## config.mk

```make
export PLATFORM = sky130hd
export DESIGN_NAME = cache_cfg_reg
export DESIGN_NICKNAME = d
export VERILOG_FILES = /design/src/rtl/cache_cfg_pkg.sv /design/src/rtl/cache_cfg_ctrl.sv /design/src/rtl/cache_cfg_dpath.sv /design/src/rtl/cache_cfg_reg.sv
export SDC_FILE = /design/constraint.sdc
export NUM_CORES = 1
export LEC_CHECK = 0
export BUFFER_PORTS_ARGS = -buffer_cell sky130_fd_sc_hd__buf_2
export CAP_MARGIN = 5
export CORE_ASPECT_RATIO = 0.8
export CORE_MARGIN = 10
export CORE_UTILIZATION = 36
export CTS_CLUSTER_DIAMETER = 40
export DETAILED_ROUTE_END_ITERATION = 16
export PLACE_DENSITY = 0.85
export SYNTH_ARGS = -nofsm -noshare
export SYNTH_HDL_FRONTEND = slang
export SYNTH_SLANG_ARGS = --single-unit
```

## constraint.sdc

```tcl
create_clock -name clk -period 3.4 [get_ports clk]
set_input_delay 0.68 -clock clk [delete_from_list [all_inputs] [get_ports clk]]
set_output_delay 0.68 -clock clk [all_outputs]
set_load 0.01 [all_outputs]
```

## src/rtl/cache_cfg_pkg.sv

```systemverilog
package cache_cfg_pkg;

  localparam int WORD_W = 32;
  localparam int LAT_W  = 3;
  localparam int CYC_W  = 4;

  // bit positions that software decodes
  localparam int POS_KEEP    = 31;
  localparam int POS_CPU_LO  = 24;
  localparam int POS_IRQC    = 23;
  localparam int POS_ECC     = 21;
  localparam int POS_TSLICE  = 12;
  localparam int POS_DSLC_LO = 10;
  localparam int POS_TSETUP  = 9;
  localparam int POS_TLAT_LO = 6;
  localparam int POS_DSETUP  = 5;
  localparam int POS_DLAT_LO = 0;

  localparam logic [WORD_W-1:0] RSV_MASK = 32'h7C5F_E018;

  typedef struct packed {
    logic wrAccept;
    logic wrBlocked;
    logic rdAllow;
  } ctrlStrobe_t;

  function automatic logic [CYC_W-1:0] tagLatDecode(input logic [LAT_W-1:0] code);
    if (code[LAT_W-1])        return CYC_W'(5);
    else if (code == '0)      return CYC_W'(2);
    else                      return CYC_W'(code) + CYC_W'(1);
  endfunction

  function automatic logic [CYC_W-1:0] dataLatDecode(input logic [LAT_W-1:0] code);
    if (code == '0) return CYC_W'(2);
    else            return CYC_W'(code) + CYC_W'(1);
  endfunction

endpackage

```

## src/rtl/cache_cfg_ctrl.sv

```systemverilog
module cache_cfg_ctrl
  import cache_cfg_pkg::*;
(
  input  logic        clk,
  input  logic        rstN,
  input  logic        rdEn,
  input  logic        wrEn,
  input  logic        accSecure,
  input  logic        accPriv,
  input  logic        memIdle,
  output ctrlStrobe_t strobe,
  output logic        wrBlockedErr
);

  logic wrPermit;

  always_comb begin
    wrPermit         = wrEn & accSecure & accPriv;
    strobe.wrAccept  = wrPermit & memIdle;
    strobe.wrBlocked = wrPermit & ~memIdle;
    strobe.rdAllow   = rdEn & accPriv;
  end

  always_ff @(posedge clk or negedge rstN) begin
    if (!rstN)                 wrBlockedErr <= 1'b0;
    else if (strobe.wrBlocked) wrBlockedErr <= 1'b1;
  end

  // once set, the error flag stays set
  a_r9_sticky_hold: assert property (@(posedge clk) disable iff (!rstN)
    wrBlockedErr |=> wrBlockedErr);

  // a write that is not permitted cannot raise the flag
  a_r9_only_permitted: assert property (@(posedge clk) disable iff (!rstN)
    (!wrBlockedErr && !(wrEn && accSecure && accPriv)) |=> !wrBlockedErr);

endmodule

```

## src/rtl/cache_cfg_dpath.sv

```systemverilog
module cache_cfg_dpath
  import cache_cfg_pkg::*;
#(
  parameter int NUM_CPU      = 4,
  parameter int HAS_IRQ_CTRL = 1,
  parameter int TAG_SLICES   = 1,
  parameter int DATA_SLICES  = 2,
  parameter int HAS_ECC      = 1
) (
  input  logic              clk,
  input  logic              rstN,
  input  ctrlStrobe_t       strobe,
  input  logic [WORD_W-1:0] wrData,
  input  logic              validKeepPin,
  output logic [WORD_W-1:0] regWord,
  output logic              eccEnable,
  output logic              tagSetupCycles,
  output logic [CYC_W-1:0]  tagLatCycles,
  output logic              dataSetupCycles,
  output logic [CYC_W-1:0]  dataLatCycles
);

  localparam logic [1:0] CPU_CODE  = 2'(NUM_CPU - 1);
  localparam logic [1:0] DSLC_CODE = 2'(DATA_SLICES);
  localparam logic       TSLC_CODE = 1'(TAG_SLICES);
  localparam logic       IRQC_CODE = 1'(HAS_IRQ_CTRL);

  logic             tagSetupQ, dataSetupQ, eccQ;
  logic [LAT_W-1:0] tagLatQ, dataLatQ;

  always_ff @(posedge clk or negedge rstN) begin
    if (!rstN) begin
      tagSetupQ  <= 1'b0;
      dataSetupQ <= 1'b0;
      tagLatQ    <= '0;
      dataLatQ   <= '0;
    end else if (strobe.wrAccept) begin
      tagSetupQ  <= wrData[POS_TSETUP];
      dataSetupQ <= wrData[POS_DSETUP];
      tagLatQ    <= wrData[POS_TLAT_LO +: LAT_W];
      dataLatQ   <= wrData[POS_DLAT_LO +: LAT_W];
    end
  end

  generate
    if (HAS_ECC != 0) begin : g_ecc
      always_ff @(posedge clk or negedge rstN) begin
        if (!rstN)                 eccQ <= 1'b0;
        else if (strobe.wrAccept)  eccQ <= wrData[POS_ECC];
      end
    end else begin : g_no_ecc
      assign eccQ = 1'b0;
    end
  endgenerate

  always_comb begin
    regWord                           = '0;
    regWord[POS_KEEP]                 = validKeepPin;
    regWord[POS_CPU_LO +: 2]          = CPU_CODE;
    regWord[POS_IRQC]                 = IRQC_CODE;
    regWord[POS_ECC]                  = eccQ;
    regWord[POS_TSLICE]               = TSLC_CODE;
    regWord[POS_DSLC_LO +: 2]         = DSLC_CODE;
    regWord[POS_TSETUP]               = tagSetupQ;
    regWord[POS_TLAT_LO +: LAT_W]     = tagLatQ;
    regWord[POS_DSETUP]               = dataSetupQ;
    regWord[POS_DLAT_LO +: LAT_W]     = dataLatQ;
  end

  assign eccEnable       = eccQ;
  assign tagSetupCycles  = tagSetupQ;
  assign dataSetupCycles = dataSetupQ;
  assign tagLatCycles    = tagLatDecode(tagLatQ);
  assign dataLatCycles   = dataLatDecode(dataLatQ);

  // stored fields move only on an accepted write
  a_r2_hold_unless_accept: assert property (@(posedge clk) disable iff (!rstN)
    !strobe.wrAccept |=> $stable(regWord[POS_ECC:0]));

  // decoded latencies stay in their legal ranges
  a_r10_tag_range: assert property (@(posedge clk) disable iff (!rstN)
    (tagLatCycles >= CYC_W'(2)) && (tagLatCycles <= CYC_W'(5)));
  a_r10_data_range: assert property (@(posedge clk) disable iff (!rstN)
    (dataLatCycles >= CYC_W'(2)) && (dataLatCycles <= CYC_W'(8)));

endmodule

```

## src/rtl/cache_cfg_reg.sv

```systemverilog
module cache_cfg_reg
  import cache_cfg_pkg::*;
#(
  parameter int NUM_CPU      = 4,
  parameter int HAS_IRQ_CTRL = 1,
  parameter int TAG_SLICES   = 1,
  parameter int DATA_SLICES  = 2,
  parameter int HAS_ECC      = 1
) (
  input  logic        clk,
  input  logic        rstN,
  input  logic        rdEn,
  input  logic        wrEn,
  input  logic [31:0] wrData,
  input  logic        accSecure,
  input  logic        accPriv,
  input  logic        memIdle,
  input  logic        validKeepPin,
  output logic [31:0] rdData,
  output logic        eccEnable,
  output logic        tagSetupCycles,
  output logic [3:0]  tagLatCycles,
  output logic        dataSetupCycles,
  output logic [3:0]  dataLatCycles,
  output logic        wrBlockedErr
);

  // reject illegal configurations at elaboration
  generate
    if (DATA_SLICES < 0 || DATA_SLICES > 2) begin : g_bad_dslc
      $error("cache_cfg_reg: DATA_SLICES must be 0..2");
    end
    if (NUM_CPU < 1 || NUM_CPU > 4) begin : g_bad_cpu
      $error("cache_cfg_reg: NUM_CPU must be 1..4");
    end
  endgenerate

  ctrlStrobe_t       strobe;
  logic [WORD_W-1:0] regWord;

  cache_cfg_ctrl u_ctrl (
    .clk         (clk),
    .rstN        (rstN),
    .rdEn        (rdEn),
    .wrEn        (wrEn),
    .accSecure   (accSecure),
    .accPriv     (accPriv),
    .memIdle     (memIdle),
    .strobe      (strobe),
    .wrBlockedErr(wrBlockedErr)
  );

  cache_cfg_dpath #(
    .NUM_CPU     (NUM_CPU),
    .HAS_IRQ_CTRL(HAS_IRQ_CTRL),
    .TAG_SLICES  (TAG_SLICES),
    .DATA_SLICES (DATA_SLICES),
    .HAS_ECC     (HAS_ECC)
  ) u_dpath (
    .clk            (clk),
    .rstN           (rstN),
    .strobe         (strobe),
    .wrData         (wrData),
    .validKeepPin   (validKeepPin),
    .regWord        (regWord),
    .eccEnable      (eccEnable),
    .tagSetupCycles (tagSetupCycles),
    .tagLatCycles   (tagLatCycles),
    .dataSetupCycles(dataSetupCycles),
    .dataLatCycles  (dataLatCycles)
  );

  assign rdData = strobe.rdAllow ? regWord : '0;

  // unprivileged reads see zero
  a_r4_unpriv_zero: assert property (@(posedge clk) disable iff (!rstN)
    (rdEn && !accPriv) |-> (rdData == '0));

  // reserved bits never read as one
  a_r5_reserved_zero: assert property (@(posedge clk) disable iff (!rstN)
    (rdData & RSV_MASK) == '0);

  // a permitted read reflects the live pin
  a_r6_pin_live: assert property (@(posedge clk) disable iff (!rstN)
    (rdEn && accPriv) |-> (rdData[POS_KEEP] == validKeepPin));

  // a non-secure write leaves every decoded output unchanged
  a_r3_nonsecure_no_write: assert property (@(posedge clk) disable iff (!rstN)
    (wrEn && !accSecure) |=> ($stable(tagLatCycles) && $stable(dataLatCycles)
      && $stable(eccEnable) && $stable(tagSetupCycles) && $stable(dataSetupCycles)));

  // a write while busy leaves every decoded output unchanged
  a_r9_busy_no_write: assert property (@(posedge clk) disable iff (!rstN)
    (wrEn && !memIdle) |=> ($stable(tagLatCycles) && $stable(dataLatCycles)
      && $stable(eccEnable) && $stable(tagSetupCycles) && $stable(dataSetupCycles)));

endmodule

```

==> Word-level counts from Yosys, hierarchy flattened <==
Index checks and enable logic that the tools add are counted.
W data, S select, Z words.
{ "word_totals": {"wordCells": 20, "regBits": 10, "input_bits": 40} }
{ "op_classes": {"n_mux": 4, "n_addsub": 2, "bitwise_logic": 6, "reduce_logical": 2} }
{ "ops": {"columns": ["op", "n"], "rows": [
  ["$mux W32", 1],
  ["$mux W4", 3],
  ["$add A3 B1 Y4 const B", 2],
  ["$logic_not A3 Y1", 2],
  ["$and A1 B1 Y1", 5],
  ["$not A1 Y1", 1]
]} }

==> Longest topological paths before layout <==
Gate-level depths: netlist (run 1).
{ "depth": {"word_depth": 3, "ltp_mapped": 4, "ltp_nobuf": 4} }

==> Modules after synthesis <==
A second synthesis (run 1) with hierarchy kept.
{ "unflattened": {"hier_cells": 114, "area_unflattened_um2": 978.4} }
{ "modules_own_cells": {"columns": ["mod", "instances", "cells_per_inst", "seq_area_each_um2", "area_per_inst_um2"], "rows": [
  ["cache_cfg_dpath", 1, 72, 225.2, 658.1],
  ["cache_cfg_reg", 1, 35, 0.0, 255.2],
  ["cache_cfg_ctrl", 1, 7, 25.0, 65.1]
]} }

==> Worst setup path before layout (run 1) <==
Ideal clock, no wire load.
{ "synth_path": {"kind": "reg-to-output", "from": "register u_dpath.dataLatQ[0]", "to": "output port dataLatCycles[2]", "path_slack_ps": 1496, "arrival_ps": 1224, "path_stages_with_launch": 5, "path_buffers": 0, "required_ps": 2720, "cell_sequence": "dfrtp_1 -> inv_1 -> ha_1 -> or3b_2 -> o21ai_0"} }
{ "synth_between": {"elab_chain_len": 2, "elab_cells_between_ends": 3, "cone_classes": "add/sub: 1; mux: 1; reduce/logical: 1"} }
{ "synth_lines": {"columns": ["element", "line", "source"], "rows": [
  ["start: declaration", "cache_cfg_dpath.sv:29", "logic [LAT_W-1:0] tagLatQ, dataLatQ;"],
  ["start signal: assignment", "cache_cfg_dpath.sv:41", "dataLatQ <= wrData[POS_DLAT_LO +: LAT_W];"],
  ["$add A3 B1 Y4 / $logic_not A3 Y1 (equally long branches)", "cache_cfg_pkg.sv:35, cache_cfg_pkg.sv:34", null],
  ["$mux W4 *", "cache_cfg_pkg.sv:34", "if (code == '0) return CYC_W'(2);"],
  ["end: declaration", "cache_cfg_reg.sv:24", "output logic [3:0] dataLatCycles,"]
]} }
Every way passes the cells marked *; elsewhere a longest branch is shown, timed or not.

==> Worst setup path in the final report (run 1) <==
Same ends and word-level chain as after synthesis.

==> results of run 1 <==
cell type report:
| type | instances | area (um2) |
|---|---|---|
| clock buffers | 4 | 36.3 |
| multi-input cells | 54 | 378 |
| inverters | 6 | 22.5 |
| repair buffers | 42 | 210 |
| fillers | 194 | 1020 |
| flip-flops and latches | 10 | 250 |
| well taps | 24 | 30.0 |
worst min-delay path by stage:
| stage | start | endpoint |
|---|---|---|
| floorplan | rstN | u_ctrl.wrBlockedErr |
| global placement | u_ctrl.wrBlockedErr | u_ctrl.wrBlockedErr |
| detailed placement | u_ctrl.wrBlockedErr | u_ctrl.wrBlockedErr |
| CTS | rstN | u_dpath.dataSetupCycles |
| global route | rstN | u_dpath.dataSetupCycles |
| finish | rstN | u_dpath.dataSetupCycles |
worst max-delay path: stages (launching register included):
cell	delay, ps
dfrtp_1	410
inv_1	90
ha_1	240
or3b_2	460
o21ai_0	80
buf_2	150
through the flow:
step | hold slack [ps] | cells
after floorplan | 384 | 95
after global placement | 454 | 136
after detailed placement | 461 | 136
after CTS | 268 | 140
after global routing | 273 | 140
final | 266 | 140
Yosys cell counts:
cell	number
nand3_1	1
inv_1	6
nor2_1	2
nor3_1	1
mux2_2	9
clkbuf_1	2
ha_1	4
and3_1	8
nand4_4	1
a21o_1	2
or3b_2	1
and3_2	2
o21ai_0	1
buf_4	23
conb_1	1
a21oi_1	1
and2_1	1
dfrtp_1	10
o21bai_1	2
routing by layer:
metal  GRT usage  share of wire  vias up
li1            -              -      295
met2       0.183           0.55       36
met1      0.0845           0.32      301
met4      0.0248         0.0051        0
met5           0              0        -
met3      0.0563           0.13        2
kinds of logic (layout without fill, tap and decap cells):
| logic type | Yosys count | in the layout | share of synthesized area |
|---|---|---|---|
| compound gates | 6 | 6 | 0.0522 |
| fa+ha+maj | 4 | 4 | 0.0653 |
| buf+inv | 31 | 52 | 0.264 |
| flops | 10 | 10 | 0.326 |
| mux | 9 | 9 | 0.132 |
| other cells | 1 | 18 | 0.00489 |
| simple gates | 17 | 17 | 0.155 |
placed cells by master, fill, tap and decap left out:
cell type	netlist	routed
a21o_1	2	2
a21oi_1	1	1
and2_1	1	1
and3_1	8	8
and3_2	2	2
buf_2	0	42
clkbuf_4	0	3
clkbuf_8	0	1
conb_1	1	18
dfrtp_1	10	10
ha_1	4	4
inv_1	6	6
mux2_2	9	9
nand3_1	1	1
nand4_4	1	1
nor2_1	2	2
nor3_1	1	1
o21ai_0	1	1
o21bai_1	2	2
or3b_2	1	1
power breakdown:
group	internal, uW	leakage [uW]	switching [uW]
Combinational	83.5	0.000431	99.5
Clock	64.9	0.0000210	39.2
Sequential	143	0.000117	24.9
Total	292	0.000569	164
state kept, by name, summed over array words and instances (netlist names):
signal,flops
u_dpath.dataLatQ,3
u_dpath.eccEnable,1
u_ctrl.wrBlockedErr,1
u_dpath.tagSetupCycles,1
u_dpath.tagLatQ,3
u_dpath.dataSetupCycles,1
==> results.cfg, run 1 <==
[synthesis]
synth_cells = 78
ys_seq_area_frac = 0.326
syn_area_um2 = 767
synth_cell_types = 19
yosysTopAreaCell = dfrtp_1
ys_seq_elements = 10
ys_warn_count = 0
synthTopCellsByArea = dfrtp_1 (33%), buf_4 (23%), mux2_2 (13%), and3_1 (6.5%), ha_1 (6.5%)
synth_top_area_share = 0.326
synth.avg_cell_area_um2 = 9.83

[setup_path]
worst-path-max-fanout = 5
r2r-end = u_dpath.tagLatQ[2]
cp_data_arrival_time_ps = 1680
path_class = reg2out
cp-endpoint = dataLatCycles[2]
reg2reg_setup_slack_ps = 2580
crit_path_start = u_dpath.dataLatQ[0]
worstSetupEndpointType = output port
cp-start-kind = register
r2r-start = u_dpath.tagLatQ[2]
required_ps = 2720
r2r_cells = 1

[global_routing]
grt_pass1_wl_mm = 3.38
grt.overflow.total = 0
first_global_vias = 707
grt_max_degree = 14
track_usage = 0.0953
antenna_found_initial = 0

[drt]
antenna_left = 0
wl_per_cell_um = 15.5
drt_iter0_markers = 4
drt-total-wl_mm = 2.17
vias = 634
viasPerCell = 4.53
drc = 0
drtPass1Iterations = 2

[sta]
tns_ps = 0
setup_slack_ps = 1040
rsz0062_at_grt = false
max_freq_mhz = 423
clock_skew_ps = 0
fin_crit_sh = 0.695
slew_violations = 0
min_period_ps = 2360
setup_violations = 0
finalHoldViolations = 0

[hold_path]
hp-class = in2async

[cts]
htree_levels = 1
clock_sink_count = 10
root_buffer = clkbuf_4
clock_path_buffers = 2
tritoncts = built
clk_transition_reported_paths_ps = 70
clkLatencyLatePin_ps = 250
cts_buffers = 3
post_cts_buffers = 0
hold_buffers = 0
post_cts_resized = 0

[finish]
final_layout_size_suffix_gt1_frac = 0.509
syn_to_final_growth_pct = 20.9
final_util = 0.477
antennaDiodeCount = 0
stdcell_area_um2 = 927
num-nets-final = 161

[floorplan]
die_y_um = 61.3
die_w_um = 71.6
std_cell_rows = 14
dieArea_mm2 = 0.00439
start_util = 0.394
core_mm2 = 0.00194
ioPinCount = 84

[status]
status = finished, final reports clean

[power_and_ir_drop]
power.total_uw = 455
worst_ir_drop_vdd_v = 0.000339
p_per_area_mw_per_mm2 = 491
power_leakage_uw = 0.000569

[place]
dp_hpwl_mm = 1.89
dpl_worst_slack_ps = 1310
place_area_um2 = 891
portBuffers = 42
place_congestion = 0.742

[run]
maxCapViolCount = 0
(Power assumes the default switching activity.)
==> inputs of run 2 (changes only) <==
--- a/config.mk
+++ b/config.mk
@@ -9,10 +9,10 @@
 export CAP_MARGIN = 5
 export CORE_ASPECT_RATIO = 0.8
 export CORE_MARGIN = 10
-export CORE_UTILIZATION = 36
+export CORE_UTILIZATION = 34
 export CTS_CLUSTER_DIAMETER = 40
 export DETAILED_ROUTE_END_ITERATION = 16
-export PLACE_DENSITY = 0.85
+export PLACE_DENSITY = 0.81
 export SYNTH_ARGS = -nofsm -noshare
 export SYNTH_HDL_FRONTEND = slang
 export SYNTH_SLANG_ARGS = --single-unit
==> constraint.sdc (replaced) <==
create_clock -name clk -period 2.35 [get_ports clk]
set_input_delay 0.47 -clock clk [delete_from_list [all_inputs] [get_ports clk]]
set_output_delay 0.47 -clock clk [all_outputs]
set_load 0.01 [all_outputs]
==> run 2 against run 1 <==
  * Clock power is 7% higher
  * Wire length decreased by 11%
  * Non-clock buffer count unchanged
  * Flip-flop and latch count unchanged
  * Die area up 4.1%
  * Combinational power rose by 39%
  * Sequential share of layout area is 0.37 points higher
  * Global-route usage down 1.2 points
  * Clock skew unchanged
  * Cell area shrank 1.3%
  * Critical path depth unchanged
  * Clock-buffer cell count fell by 1
==> results.cfg, run 2 (synthesis results as in run 1) <==
[cts]
clock_sink_count = 10
clkLatencyLatePin_ps = 260
tritoncts = built
root_buffer = clkbuf_4
htree_levels = 1
hold_buffers = 0
clk_transition_reported_paths_ps = 60
cts_buffers = 3
post_cts_buffers = 0
clock_path_buffers = 2
post_cts_resized = 0

[setup_path]
cp-start-kind = register
path_buf_inv = 2
worst-path-max-fanout = 5
required_ps = 1880
cp_top_family = simple AND/OR/NAND/NOR gates
crit_chain = inv_1, ha_1, or3b_2, o21ai_0, buf_2
slowest_stage = or3b_2
cp_data_arrival_time_ps = 1670
critPathMaxStageDelay_ps = 460
path_class = reg2out
worstSetupEndpointType = output port

[power_and_ir_drop]
power_leakage_uw = 0.000562
p_per_area_mw_per_mm2 = 663
power.total_uw = 607
worst_ir_drop_vdd_v = 0.000408

[global_routing]
first_global_vias = 675
track_usage = 0.0833
grt_pass1_wl_mm = 3.09
grt.overflow.total = 0
antenna_found_initial = 0
grt_max_degree = 14

[drt]
drt-total-wl_mm = 1.94
drc = 0
drtPass1Iterations = 4
drt_iter0_markers = 13
viasPerCell = 4.31
vias = 603
wl_per_cell_um = 13.8
antenna_left = 0

[finish]
final_common_cell = buf_2
final_cell_mix = buf_2 (42), conb_1 (18), dfrtp_1 (10)
syn_to_final_growth_pct = 19.2
reg_top3 = u_dpath.dataLatQ: 3 flops, u_dpath.tagLatQ: 3 flops
final_layout_size_suffix_gt1_frac = 0.504
num-nets-final = 161
antennaDiodeCount = 0

[floorplan]
std_cell_rows = 15
dieArea_mm2 = 0.00457
ioPinCount = 84
start_util = 0.355
core_mm2 = 0.00216
die_y_um = 62.5
die_w_um = 73.1

[sta]
tns_ps = 0
fin_crit_sh = 0.912
min_period_ps = 2140
rsz0062_at_grt = false
setup_slack_ps = 207
slew_violations = 0
finalHoldViolations = 0
setup_violations = 0
clock_skew_ps = 0
max_freq_mhz = 467

[place]
place_congestion = 0.667
dp_hpwl_mm = 1.68
dpl_worst_slack_ps = 471
portBuffers = 42

[hold_path]
hp-class = in2async

[run]
maxCapViolCount = 0

[status]
status = finished, final reports clean
## run 2: cell count changes in the layout (fill, tap and decap cells not counted)
cell,before,now
clkbuf_8,1,0
## run 2: area by class of cell
class,instances,area [um2]
Clock buffer,3,22.5
Tap cell,25,31.3
Fill cell,214,1240
Timing Repair Buffer,42,210
Inverter,6,22.5
Multi-Input combinational cell,54,378
Sequential cell,10,250
## run 2: metal layers
| layer | global-route usage | wire (um) | up-vias |
|---|---|---|---|
| met5 | 0 | 0 | - |
| met4 | 0.0427 | 30 | 0 |
| met3 | 0.0603 | 350 | 4 |
| met2 | 0.144 | 950 | 39 |
| met1 | 0.0670 | 606 | 268 |
| li1 | - | - | 292 |
## run 2: power by group
part | internal (uW) | switching [uW]
clock network | 58.9 | 52.5
registers | 208 | 33.2
logic | 119 | 135
## run 2: per-stage QoR
| step | utilization | cell area, um2 | hold slack (ps) | std cells |
|---|---|---|---|---|
| 2_1_floorplan | - | 831 | 174 | 95 |
| 3_5_place_dp | 0.413 | 892 | 339 | 137 |
| 4_1_cts | 0.424 | 915 | 53.8 | 140 |
| 6_report | 0.424 | 915 | 59.1 | 140 |
| 5_1_grt | 0.424 | 915 | 54.9 | 140 |
| 3_3_place_gp | 0.413 | 892 | 336 | 137 |
## run 2: worst paths after layout
path | cells after the start | to | slack, ps | start
setup / recovery | 5 | dataLatCycles[2] | 210 | u_dpath.dataLatQ[0]
hold / removal | 1 | u_dpath.dataLatQ[2] | 60 | rstN
setup reg to reg | 1 | u_dpath.dataLatQ[0] | 1540 | u_dpath.dataLatQ[0]
hold reg to reg | 1 | u_ctrl.wrBlockedErr | 500 | u_ctrl.wrBlockedErr
max in group asynchronous | 1 | u_dpath.tagLatQ[1] | 2100 | rstN
min in group clk | 2 | u_dpath.tagSetupCycles | 440 | wrData[9]
==> inputs of run 3 (changes only) <==
--- a/config.mk
+++ b/config.mk
@@ -5,14 +5,14 @@
 export SDC_FILE = /design/constraint.sdc
 export NUM_CORES = 1
 export LEC_CHECK = 0
-export BUFFER_PORTS_ARGS = -buffer_cell sky130_fd_sc_hd__buf_2
 export CAP_MARGIN = 5
-export CORE_ASPECT_RATIO = 0.8
-export CORE_MARGIN = 10
-export CORE_UTILIZATION = 34
+export CORE_MARGIN = 2
+export CORE_UTILIZATION = 50
 export CTS_CLUSTER_DIAMETER = 40
 export DETAILED_ROUTE_END_ITERATION = 16
-export PLACE_DENSITY = 0.81
+export DONT_BUFFER_PORTS = 1
+export PLACE_DENSITY = 0.66
+export REMOVE_ABC_BUFFERS = 1
 export SYNTH_ARGS = -nofsm -noshare
 export SYNTH_HDL_FRONTEND = slang
 export SYNTH_SLANG_ARGS = --single-unit
==> run 3 against run 2 <==
  * Register-to-register slack is essentially flat
  * Sequential share of layout area grew 8.2 points
  * Sequential power grew 3%
  * First-iteration DRC count shrank 85%
  * Critical path depth shrank 1
  * Core utilization grew 5.4 points
  * Combinational power shrank 35%
  * Global-route usage grew 4.9 points
  * Cell area shrank 23%
  * Largest cell class unchanged
  * Largest power group is now registers
==> results.cfg, run 3 (synthesis results as in run 1) <==
[status]
status = finished, final reports clean

[place]
place_congestion = 0.636
dp_hpwl_um = 967
place_area_um2 = 671
portBuffers = 0
dpl_worst_slack_ps = 574

[sta]
max_freq_mhz = 488
slew_violations = 0
tns_ps = 0
min_period_ps = 2050
finalHoldViolations = 0
setup_violations = 0
rsz0062_at_grt = false
clock_skew_ps = 0
setup_slack_ps = 302
fin_crit_sh = 0.872

[cts]
clock_sink_count = 10
root_buffer = clkbuf_4
tritoncts = built
htree_levels = 1
hold_buffers = 1
clk_transition_reported_paths_ps = 60
clock_path_buffers = 2
cts_buffers = 3
post_cts_buffers = 0
post_cts_resized = 0
clkLatencyLatePin_ps = 250

[floorplan]
die_w_um = 43.2
ioPinCount = 84
die_y_um = 43.2
start_util = 0.521
std_cell_rows = 14
dieArea_mm2 = 0.00186
core_mm2 = 0.00147

[global_routing]
grt_pass1_wl_mm = 1.85
antenna_found_initial = 0
grt.overflow.total = 0
first_global_vias = 459
track_usage = 0.132
grt_max_degree = 14

[setup_path]
cp_data_arrival_time_ps = 1580
critPathMaxStageDelay_ps = 460
cp-start-kind = register
slowest_stage = or3b_2
path_class = reg2out
worst-path-max-fanout = 5
crit_chain = inv_1, ha_1, or3b_2, o21ai_0
required_ps = 1880
worstSetupEndpointType = output port

[finish]
reg_top3 = u_dpath.dataLatQ: 3 flops, u_dpath.tagLatQ: 3 flops
final_common_cell = conb_1
regArea_um2 = 250
final_cell_mix = conb_1 (18), dfrtp_1 (10), mux2_2 (9)
final_util = 0.478
multi_input_area_um2 = 378
n_fill_cell = 150
num-nets-final = 120
stdcell_area_um2 = 703
antennaDiodeCount = 0
final_layout_size_suffix_gt1_frac = 0.216
syn_to_final_growth_pct = -8.32

[power_and_ir_drop]
power_leakage_uw = 0.000383
p_per_area_mw_per_mm2 = 741
power.total_uw = 521
worst_ir_drop_vdd_v = 0.000365

[drt]
drt-total-wl_mm = 1.21
antenna_left = 0
vias = 466
drt_iter0_markers = 2
drc = 0
viasPerCell = 5.18
wl_per_cell_um = 13.5
drtPass1Iterations = 3

[hold_path]
hp-class = in2reg

[run]
maxCapViolCount = 0
run 3: critical path, delay by kind of cell (launching register included):
kind	cells	cell delay (ps)
flip-flops	1	400
AND/OR/NAND/NOR	1	460
buffers and inverters	1	80
AO/OA/AOI/OAI	1	160
adder cells (fa/ha/maj)	1	220
run 3: metrics by stage:
step | instances | hold slack, ps
3_3_place_gp | 86 | 175
2_1_floorplan | 70 | 174
6_report | 90 | 309
4_1_cts | 90 | 298
5_1_grt | 90 | 302
3_5_place_dp | 86 | 175
run 3: final cells by class:
| class | instances | share of cell area |
|---|---|---|
| multi-input combinational | 54 | 0.537 |
| sequential | 10 | 0.356 |
| inverter | 6 | 0.0320 |
| clock buffer | 3 | 0.0320 |
| timing repair buffer | 1 | 0.0142 |
| tap | 16 | 0.0285 |
run 3: where the power goes:
group | switching, uW | internal [uW] | total, uW
Sequential | 40.6 | 208 | 248
Clock | 48.7 | 58.6 | 107
Combinational | 98.1 | 67.6 | 166
Total | 187 | 334 | 521
run 3: final timing paths:
path                                               from                 endpoint  slack, ps  depth (start not counted)
worst min register to register      u_ctrl.wrBlockedErr      u_ctrl.wrBlockedErr        560                          1
min in group asynchronous                          rstN   u_dpath.tagSetupCycles        590                          1
max in group asynchronous                          rstN      u_dpath.dataLatQ[2]       1460                          1
worst max-delay path                u_dpath.dataLatQ[0]         dataLatCycles[2]        300                          4
worst max register to register  u_dpath.dataSetupCycles  u_dpath.dataSetupCycles       1540                          1
worst min-delay path                            memIdle      u_ctrl.wrBlockedErr        310                          1
run 3: layer usage:
| metal | wire length [um] | GRT usage | part of all wire | vias to the layer above |
|---|---|---|---|---|
| li1 | - | - | - | 213 |
| met1 | 470 | 0.161 | 0.39 | 207 |
| met2 | 595 | 0.221 | 0.49 | 44 |
| met3 | 139 | 0.0170 | 0.11 | 2 |
| met4 | 8 | 0.0727 | 0.0066 | 0 |
| met5 | 0 | 0 | 0 | - |
